==> src/rtl/i2c10_pkg.sv <==
package i2c10_pkg;

  localparam int BYTE_W = 8;
  localparam int SLA_W  = 10;
  localparam int CNT_W  = $clog2(BYTE_W + 1);

  localparam logic [4:0]        TEN_BIT_TAG = 5'b11110;
  localparam logic [BYTE_W-1:0] GCALL_BYTE  = '0;

  typedef enum logic [2:0] {
    PH_IDLE,
    PH_HDR,
    PH_LOW,
    PH_DATA,
    PH_ACK,
    PH_SKIP
  } phase_t;

  // Header byte a master sends to write to a ten-bit address
  function automatic logic [BYTE_W-1:0] hdr_byte(input logic [SLA_W-1:0] a);
    return {TEN_BIT_TAG, a[SLA_W-1 -: 2], 1'b0};
  endfunction

  // A data byte is accepted only with no NAK request and an empty holding register
  function automatic logic rx_accept(input logic nak_req, input logic full);
    return !nak_req && !full;
  endfunction

  function automatic logic irq_level(input logic ien, input logic full, input logic stp);
    return ien && (full || stp);
  endfunction

endpackage

==> src/rtl/i2c10_line_sync.sv <==
module i2c10_line_sync #(
  parameter int STAGES = 2
) (
  input  logic clk,
  input  logic rst_n,
  input  logic scl_i,
  input  logic sda_i,
  output logic scl_lvl,
  output logic sda_lvl,
  output logic scl_rise,
  output logic scl_fall,
  output logic start_ev,
  output logic stop_ev
);

  localparam int NLINES = 2;   // index 1 = clock line, 0 = data line

  logic [NLINES-1:0] pins;
  logic [NLINES-1:0] lvl;
  logic [NLINES-1:0] lvl_q;

  assign pins = {scl_i, sda_i};

  for (genvar g = 0; g < NLINES; g++) begin : g_line
    logic [STAGES-1:0] chain;
    always_ff @(posedge clk or negedge rst_n) begin
      if (!rst_n) chain <= '1;
      else        chain <= {chain[STAGES-2:0], pins[g]};
    end
    assign lvl[g] = chain[STAGES-1];
  end

  always_ff @(posedge clk or negedge rst_n) begin
    if (!rst_n) lvl_q <= '1;
    else        lvl_q <= lvl;
  end

  assign scl_lvl  = lvl[1];
  assign sda_lvl  = lvl[0];
  assign scl_rise = lvl[1] && !lvl_q[1];
  assign scl_fall = !lvl[1] && lvl_q[1];
  // conditions are only valid while the clock has been high for two samples
  assign start_ev = lvl[1] && lvl_q[1] && lvl_q[0] && !lvl[0];
  assign stop_ev  = lvl[1] && lvl_q[1] && !lvl_q[0] && lvl[0];

endmodule

==> src/rtl/i2c10_rx_fsm.sv <==
module i2c10_rx_fsm
  import i2c10_pkg::*;
(
  input  logic              clk,
  input  logic              rst_n,
  input  logic              scl_lvl,
  input  logic              sda_lvl,
  input  logic              scl_rise,
  input  logic              scl_fall,
  input  logic              start_ev,
  input  logic              stop_ev,
  input  logic              cfg_enable,
  input  logic              cfg_gce,
  input  logic [SLA_W-1:0]  cfg_addr,
  input  logic              nak_bit,
  input  logic              rx_full,
  output logic              sda_oe,
  output logic              selected,
  output logic              gcall_hit,
  output logic              byte_ev,
  output logic [BYTE_W-1:0] byte_val,
  output logic              stop_sel_ev
);

  phase_t             phase_q;
  phase_t             after_q;
  logic [CNT_W-1:0]   cnt_q;
  logic [BYTE_W-1:0]  sh_q;
  logic               oe_q;
  logic               sel_q;
  logic               gc_q;

  logic in_byte, shift_en, byte_end, hdr_hit, gc_hit, low_hit, data_ok;

  assign in_byte  = (phase_q == PH_HDR) || (phase_q == PH_LOW) || (phase_q == PH_DATA);
  assign shift_en = in_byte && scl_rise && (cnt_q < CNT_W'(BYTE_W));
  assign byte_end = scl_fall && (cnt_q == CNT_W'(BYTE_W));
  assign hdr_hit  = cfg_enable && (sh_q == hdr_byte(cfg_addr));
  assign gc_hit   = cfg_enable && cfg_gce && (sh_q == GCALL_BYTE);
  assign low_hit  = (sh_q == cfg_addr[BYTE_W-1:0]);
  assign data_ok  = rx_accept(nak_bit, rx_full);

  always_ff @(posedge clk or negedge rst_n) begin
    if (!rst_n) begin
      phase_q <= PH_IDLE;
      after_q <= PH_IDLE;
      cnt_q   <= '0;
      sh_q    <= '0;
      oe_q    <= 1'b0;
      sel_q   <= 1'b0;
      gc_q    <= 1'b0;
    end else if (start_ev) begin
      phase_q <= PH_HDR;
      cnt_q   <= '0;
      oe_q    <= 1'b0;
      sel_q   <= 1'b0;
      gc_q    <= 1'b0;
    end else if (stop_ev) begin
      phase_q <= PH_IDLE;
      cnt_q   <= '0;
      oe_q    <= 1'b0;
      sel_q   <= 1'b0;
      gc_q    <= 1'b0;
    end else if (shift_en) begin
      sh_q  <= {sh_q[BYTE_W-2:0], sda_lvl};
      cnt_q <= cnt_q + 1'b1;
    end else if (phase_q == PH_ACK) begin
      if (scl_fall) begin
        oe_q    <= 1'b0;
        cnt_q   <= '0;
        phase_q <= after_q;
      end
    end else if (in_byte && byte_end) begin
      case (phase_q)
        PH_HDR: begin
          if (hdr_hit) begin
            oe_q    <= 1'b1;
            phase_q <= PH_ACK;
            after_q <= PH_LOW;
          end else if (gc_hit) begin
            oe_q    <= 1'b1;
            phase_q <= PH_ACK;
            after_q <= PH_DATA;
            sel_q   <= 1'b1;
            gc_q    <= 1'b1;
          end else begin
            phase_q <= PH_SKIP;
          end
        end
        PH_LOW: begin
          if (low_hit) begin
            oe_q    <= 1'b1;
            phase_q <= PH_ACK;
            after_q <= PH_DATA;
            sel_q   <= 1'b1;
          end else begin
            phase_q <= PH_SKIP;
          end
        end
        default: begin
          if (data_ok) begin
            oe_q    <= 1'b1;
            phase_q <= PH_ACK;
            after_q <= PH_DATA;
          end else begin
            phase_q <= PH_SKIP;
          end
        end
      endcase
    end
  end

  assign sda_oe      = oe_q;
  assign selected    = sel_q;
  assign gcall_hit   = gc_q;
  assign byte_ev     = byte_end && (phase_q == PH_DATA);
  assign byte_val    = sh_q;
  assign stop_sel_ev = stop_ev && sel_q;

  AST_OE_SCL_LOW: assert property (@(posedge clk) disable iff (!rst_n)
    !$stable(oe_q) |-> !scl_lvl);
  AST_DATA_NEEDS_SELECT: assert property (@(posedge clk) disable iff (!rst_n)
    byte_ev |-> sel_q);
  AST_SKIP_SILENT: assert property (@(posedge clk) disable iff (!rst_n)
    (phase_q == PH_SKIP) |-> !oe_q);

endmodule

==> src/rtl/i2c10_rx_regs.sv <==
module i2c10_rx_regs
  import i2c10_pkg::*;
(
  input  logic              clk,
  input  logic              rst_n,
  input  logic              byte_ev,
  input  logic [BYTE_W-1:0] byte_val,
  input  logic              start_ev,
  input  logic              stop_ev,
  input  logic              stop_sel_ev,
  input  logic              data_rd,
  input  logic              stat_rd,
  input  logic              nak_set,
  input  logic              cfg_ien,
  output logic [BYTE_W-1:0] rx_data,
  output logic              rx_full,
  output logic              stop_flag,
  output logic              nak_bit,
  output logic              irq
);

  logic [BYTE_W-1:0] data_q;
  logic              full_q, stop_q, nak_q;

  always_ff @(posedge clk or negedge rst_n) begin
    if (!rst_n) begin
      data_q <= '0;
      full_q <= 1'b0;
    end else if (byte_ev && !full_q) begin
      data_q <= byte_val;
      full_q <= 1'b1;
    end else if (data_rd) begin
      full_q <= 1'b0;
    end
  end

  always_ff @(posedge clk or negedge rst_n) begin
    if (!rst_n)           stop_q <= 1'b0;
    else if (stop_sel_ev) stop_q <= 1'b1;
    else if (stat_rd)     stop_q <= 1'b0;
  end

  always_ff @(posedge clk or negedge rst_n) begin
    if (!rst_n)                  nak_q <= 1'b0;
    else if (start_ev || stop_ev) nak_q <= 1'b0;
    else if (nak_set)            nak_q <= 1'b1;
  end

  assign rx_data   = data_q;
  assign rx_full   = full_q;
  assign stop_flag = stop_q;
  assign nak_bit   = nak_q;
  assign irq       = irq_level(cfg_ien, full_q, stop_q);

  AST_RX_HOLD: assert property (@(posedge clk) disable iff (!rst_n)
    full_q && !data_rd |=> $stable(data_q));
  AST_READ_CLEARS: assert property (@(posedge clk) disable iff (!rst_n)
    data_rd && !byte_ev |=> !full_q);
  AST_STOP_SOURCE: assert property (@(posedge clk) disable iff (!rst_n)
    $rose(stop_q) |-> $past(stop_sel_ev));
  AST_NAK_CLEARED: assert property (@(posedge clk) disable iff (!rst_n)
    (start_ev || stop_ev) |=> !nak_q);

endmodule

==> src/rtl/i2c10_slave_rx.sv <==
module i2c10_slave_rx
  import i2c10_pkg::*;
#(
  parameter int SYNC_STAGES = 2
) (
  input  logic              clk,
  input  logic              rst_n,
  input  logic              scl_i,
  input  logic              sda_i,
  output logic              sda_oe,
  input  logic              cfg_enable,
  input  logic              cfg_gce,
  input  logic              cfg_ien,
  input  logic [SLA_W-1:0]  cfg_addr,
  input  logic              nak_set,
  input  logic              data_rd,
  input  logic              stat_rd,
  output logic [BYTE_W-1:0] rx_data,
  output logic              rx_full,
  output logic              stop_flag,
  output logic              nak_bit,
  output logic              selected,
  output logic              gcall_hit,
  output logic              irq
);

  logic scl_lvl, sda_lvl, scl_rise, scl_fall, start_ev, stop_ev;
  logic byte_ev, stop_sel_ev;
  logic [BYTE_W-1:0] byte_val;

  i2c10_line_sync #(.STAGES(SYNC_STAGES)) u_sync (
    .clk      (clk),
    .rst_n    (rst_n),
    .scl_i    (scl_i),
    .sda_i    (sda_i),
    .scl_lvl  (scl_lvl),
    .sda_lvl  (sda_lvl),
    .scl_rise (scl_rise),
    .scl_fall (scl_fall),
    .start_ev (start_ev),
    .stop_ev  (stop_ev)
  );

  i2c10_rx_fsm u_fsm (
    .clk         (clk),
    .rst_n       (rst_n),
    .scl_lvl     (scl_lvl),
    .sda_lvl     (sda_lvl),
    .scl_rise    (scl_rise),
    .scl_fall    (scl_fall),
    .start_ev    (start_ev),
    .stop_ev     (stop_ev),
    .cfg_enable  (cfg_enable),
    .cfg_gce     (cfg_gce),
    .cfg_addr    (cfg_addr),
    .nak_bit     (nak_bit),
    .rx_full     (rx_full),
    .sda_oe      (sda_oe),
    .selected    (selected),
    .gcall_hit   (gcall_hit),
    .byte_ev     (byte_ev),
    .byte_val    (byte_val),
    .stop_sel_ev (stop_sel_ev)
  );

  i2c10_rx_regs u_regs (
    .clk         (clk),
    .rst_n       (rst_n),
    .byte_ev     (byte_ev),
    .byte_val    (byte_val),
    .start_ev    (start_ev),
    .stop_ev     (stop_ev),
    .stop_sel_ev (stop_sel_ev),
    .data_rd     (data_rd),
    .stat_rd     (stat_rd),
    .nak_set     (nak_set),
    .cfg_ien     (cfg_ien),
    .rx_data     (rx_data),
    .rx_full     (rx_full),
    .stop_flag   (stop_flag),
    .nak_bit     (nak_bit),
    .irq         (irq)
  );

endmodule

==> config.mk <==
export PLATFORM = sky130hd
export DESIGN_NAME = i2c10_slave_rx
export DESIGN_NICKNAME = d
export VERILOG_FILES = /design/src/rtl/i2c10_pkg.sv /design/src/rtl/i2c10_line_sync.sv /design/src/rtl/i2c10_rx_fsm.sv /design/src/rtl/i2c10_rx_regs.sv /design/src/rtl/i2c10_slave_rx.sv
export SDC_FILE = /design/constraint.sdc
export NUM_CORES = 1
export LEC_CHECK = 0
export BUFFER_PORTS_ARGS = -buffer_cell sky130_fd_sc_hd__buf_4
export CORE_MARGIN = 2
export CORE_UTILIZATION = 54
export CTS_CLUSTER_SIZE = 20
export DETAILED_ROUTE_END_ITERATION = 10
export PLACE_DENSITY = 0.78
export SLEW_MARGIN = 10
export SYNTH_ARGS = -nofsm -noshare
export SYNTH_HDL_FRONTEND = slang
export SYNTH_HIERARCHICAL = 1
export SYNTH_SLANG_ARGS = --single-unit
==> constraint.sdc <==
create_clock -name clk -period 2.7 [get_ports clk]
set_input_delay 0 -clock clk [delete_from_list [all_inputs] [get_ports clk]]
set_output_delay 0 -clock clk [all_outputs]
set_load 0.02 [all_outputs]
==> results.md <==
- Final Slew Violations: 0
- Setup_tns: 0 ps
- Placed instance area: 2070 um2
- Worst setup path class: reg -> reg
- Final setup vio count: 0
- Net count after synthesis: 168
- Slew Limit Headroom: 63.9%
- Period utilisation layout: 80.5%
- TritonCTS clock tree: built
- Final core occ: 71.5%
- Register bit count reported by yosys: 37
- Library cells used by synthesis: 38
- Lkg Pwr: 1.02 nW
- IO Pins: 35
- Crit Path Max Fanout: 5
- CP required: 2940 ps
- Post-CTS setup repair buffer count: 0
- Detailed placement HPWL: 2630 um
- GP Congestion: 0.846
- MaxCap Viol Count: 0
- Worst setup EP type: register
- Max rail drop VDD: 0.000504 V
- Clock sinks: 37
- Max frequency: 460 MHz
- Sequential-to-total area share from yosys stat: 52.8%
- Die H: 61.2 um
- Via count: 1,292
- CTS Buf Count: 5
- Die W: 61.2 um
- Post-route DRC violation count: 0
- Layout cells sized above 1: 37.6%
- Initial antenna violation count: 0
- Overflow after GRT: 0
- Gr usage total: 22.4%
- Clock-pin slew on the worst setup and hold paths: 110 ps
- First-pass iteration count of the detailed router: 4
- Initial Util: 57.5%
- Mapped cell area: 1770 um2
- Root Buffer: clkbuf_4
- Final hold violation count: 0
- Worst Path Arrival: 2410 ps
- Port bufs: 34
- Worst-margin pin slew: 540 ps
- # rows: 20
- Skew final: 10.2 ps
- Layout Cells excl Fill: 238
- Design Area, Final: 2200 um2
- Die area: 3750 um2
- Mean Syn Cell Area: 12.1 um2
- DRT iter0 DRCs: 46
- Post-CTS sizing: 0
- Later-pin clock latency in the skew report: 340 ps
- Tmin final: 2170 ps
- Number of nets in the layout: 215
- Global-route wire length before repair: 5990 um
- RSZ-0062 raised after global routing: false
- Hold buffers post-CTS: 6
- Synth-to-Final Area Change: 24.3%
- Pwr/cell area: 655 nW/um2
- Dpl cells: 224
- CTS Buffer Depth: 2
- Hold Crit Class: in -> async
- Vias in the first global route: 1,306
- Vias per cell: 5.43
- Core ar.: 3080 um2
- Final wirelength: 3600 um
- DRT antenna net count: 0
- Syn Inst Count: 146
- Outcome: finished, final reports clean
- Wire per inst: 15.1 um
- Synthesis Warnings: 6
- Pin count of the biggest net entering global routing: 38
- N_diodes: 0
- Startpoint types: register
- H-tree levels: 2
[per-layer routing]
| layer | wire, um | track usage, % | vias to the layer above | part of all wire, % |
|---|---|---|---|---|
| met5 | 0 | 0 | - | 0 |
| met3 | 193 | 4.83 | 7 | 5.4 |
| met1 | 1540 | 28.1 | 626 | 43 |
| met2 | 1820 | 37.4 | 47 | 50 |
| met4 | 53 | 9.32 | 0 | 1.5 |
| li1 | - | - | 612 | - |
[stage by stage]
stage          power [mW]  hold WS, ps  setup slack (ps)
5_1_grt              1.53          194               362
3_3_place_gp         1.09        -28.1               593
6_report             1.44          149               526
2_1_floorplan       0.997         -296               560
4_1_cts              1.45          144               524
3_5_place_dp         1.12        -20.5               535
[layout by cell type, fill, tap and decap left out, drive strengths merged]
master | netlist | routed
and2 | 3 | 3
dfstp | 6 | 6
o211ai | 1 | 1
a41oi | 1 | 1
a21oi | 3 | 3
or2 | 2 | 2
o21ai | 7 | 7
xor2 | 2 | 2
nor4b | 1 | 1
nand4 | 4 | 4
o21a | 1 | 1
nand3b | 1 | 1
dfrtp | 31 | 31
nand3 | 4 | 4
buf | 1 | 36
inv | 5 | 5
nor4 | 1 | 1
clkbuf | 1 | 7
or4b | 1 | 1
nor2b | 3 | 3
xnor2 | 10 | 10
ha | 2 | 2
nand2 | 10 | 10
nor2 | 12 | 12
and4b | 2 | 2
clkinv | 0 | 1
mux2 | 17 | 17
nor3b | 3 | 3
a31oi | 4 | 4
a221oi | 1 | 1
a21o | 2 | 2
dlygate4sd3 | 0 | 6
nor3 | 4 | 4
[state kept, by name (all words and copies together), names as in the netlist]
name / flops
u_fsm/byte_val: 8
u_regs/rx_full: 1
u_fsm/cnt_q: 4
u_regs/rx_data: 8
u_fsm/selected: 1
u_regs/stop_flag: 1
u_regs/nak_bit: 1
u_sync/lvl_q: 2
u_fsm/sda_oe: 1
u_fsm/phase_q: 3
u_sync/g_line.chain: 4
u_fsm/after_q: 2
u_fsm/gcall_hit: 1
[cell usage after synthesis, drive strengths merged]
master,instances,area share (%)
a21o,2,0.85
a21oi,3,0.85
a221oi,1,0.50
a31oi,4,1.4
a41oi,1,0.50
and2,3,1.2
and4b,2,1.1
buf,1,0.64
clkbuf,1,0.78
dfrtp,31,44
dfstp,6,8.9
ha,2,1.4
inv,5,1.1
mux2,17,13
nand2,10,2.1
nand3,4,1.1
nand3b,1,0.42
nand4,4,1.4
nor2,12,2.5
nor2b,3,1.2
nor3,4,1.8
nor3b,3,1.3
nor4,1,1.2
nor4b,1,0.85
o211ai,1,0.42
o21a,1,0.42
o21ai,7,2.2
or2,2,0.71
or4b,1,0.78
xnor2,10,5.0
xor2,2,0.99
[path summary, 6_finish.rpt]
| check | slack (ps) | start | cells after the start | end |
|---|---|---|---|---|
| min in group clk | 200 | cfg_addr[6] | 6 | u_fsm/selected$_DFFE_PN0P_ |
| min reg2reg | 360 | u_sync/g_line[1].chain[0]$_DFF_PN1_ | 0 | u_sync/g_line[1].chain[1]$_DFF_PN1_ |
| min | 150 | rst_n | 2 | u_regs/rx_data[5]$_DFFE_PN0P_ |
| max in group asynchronous | 2200 | rst_n | 2 | u_sync/lvl_q[1]$_DFF_PN1_ |
| max reg2reg | 530 | u_sync/lvl_q[1]$_DFF_PN1_ | 6 | u_fsm/after_q[0]$_DFFE_PN0P_ |
| max | 530 | u_sync/lvl_q[1]$_DFF_PN1_ | 6 | u_fsm/after_q[0]$_DFFE_PN0P_ |
[layout make-up]
class | count | area, um2
Inverter | 5 | 18.8
Multi-Input combinational cell | 102 | 792
Sequential cell | 37 | 933
Timing Repair Buffer | 42 | 330
Clock inverter | 1 | 5.00
Clock buffer | 7 | 65.1
Fill cell | 229 | 878
Tap cell | 44 | 55.1
[critical path: stages, from the launching register on]
cell and delay, ps:
dfstp_2 560, nor2b_1 300, nand3_1 250, nor2_1 290, nand2_1 140, nor3_4 210, mux2_1 340
[kinds of logic after synthesis]
logic type / Yosys count / synth area share [%]
adders and majority gates: 2 / 1.41
and+or+nand+nor: 51 / 17.8
xor gates and xnor gates: 12 / 5.94
AOI/OAI and AO/OA: 20 / 7.14
buffers and inverters: 7 / 2.48
muxes: 17 / 12.5
DFF: 37 / 52.8
[power breakdown]
group	switching [mW]	internal (mW)	total [mW]
sequential	0.146	0.643	0.788
combinational	0.142	0.184	0.326
clock	0.175	0.151	0.326
(Power assumes the default switching activity.)
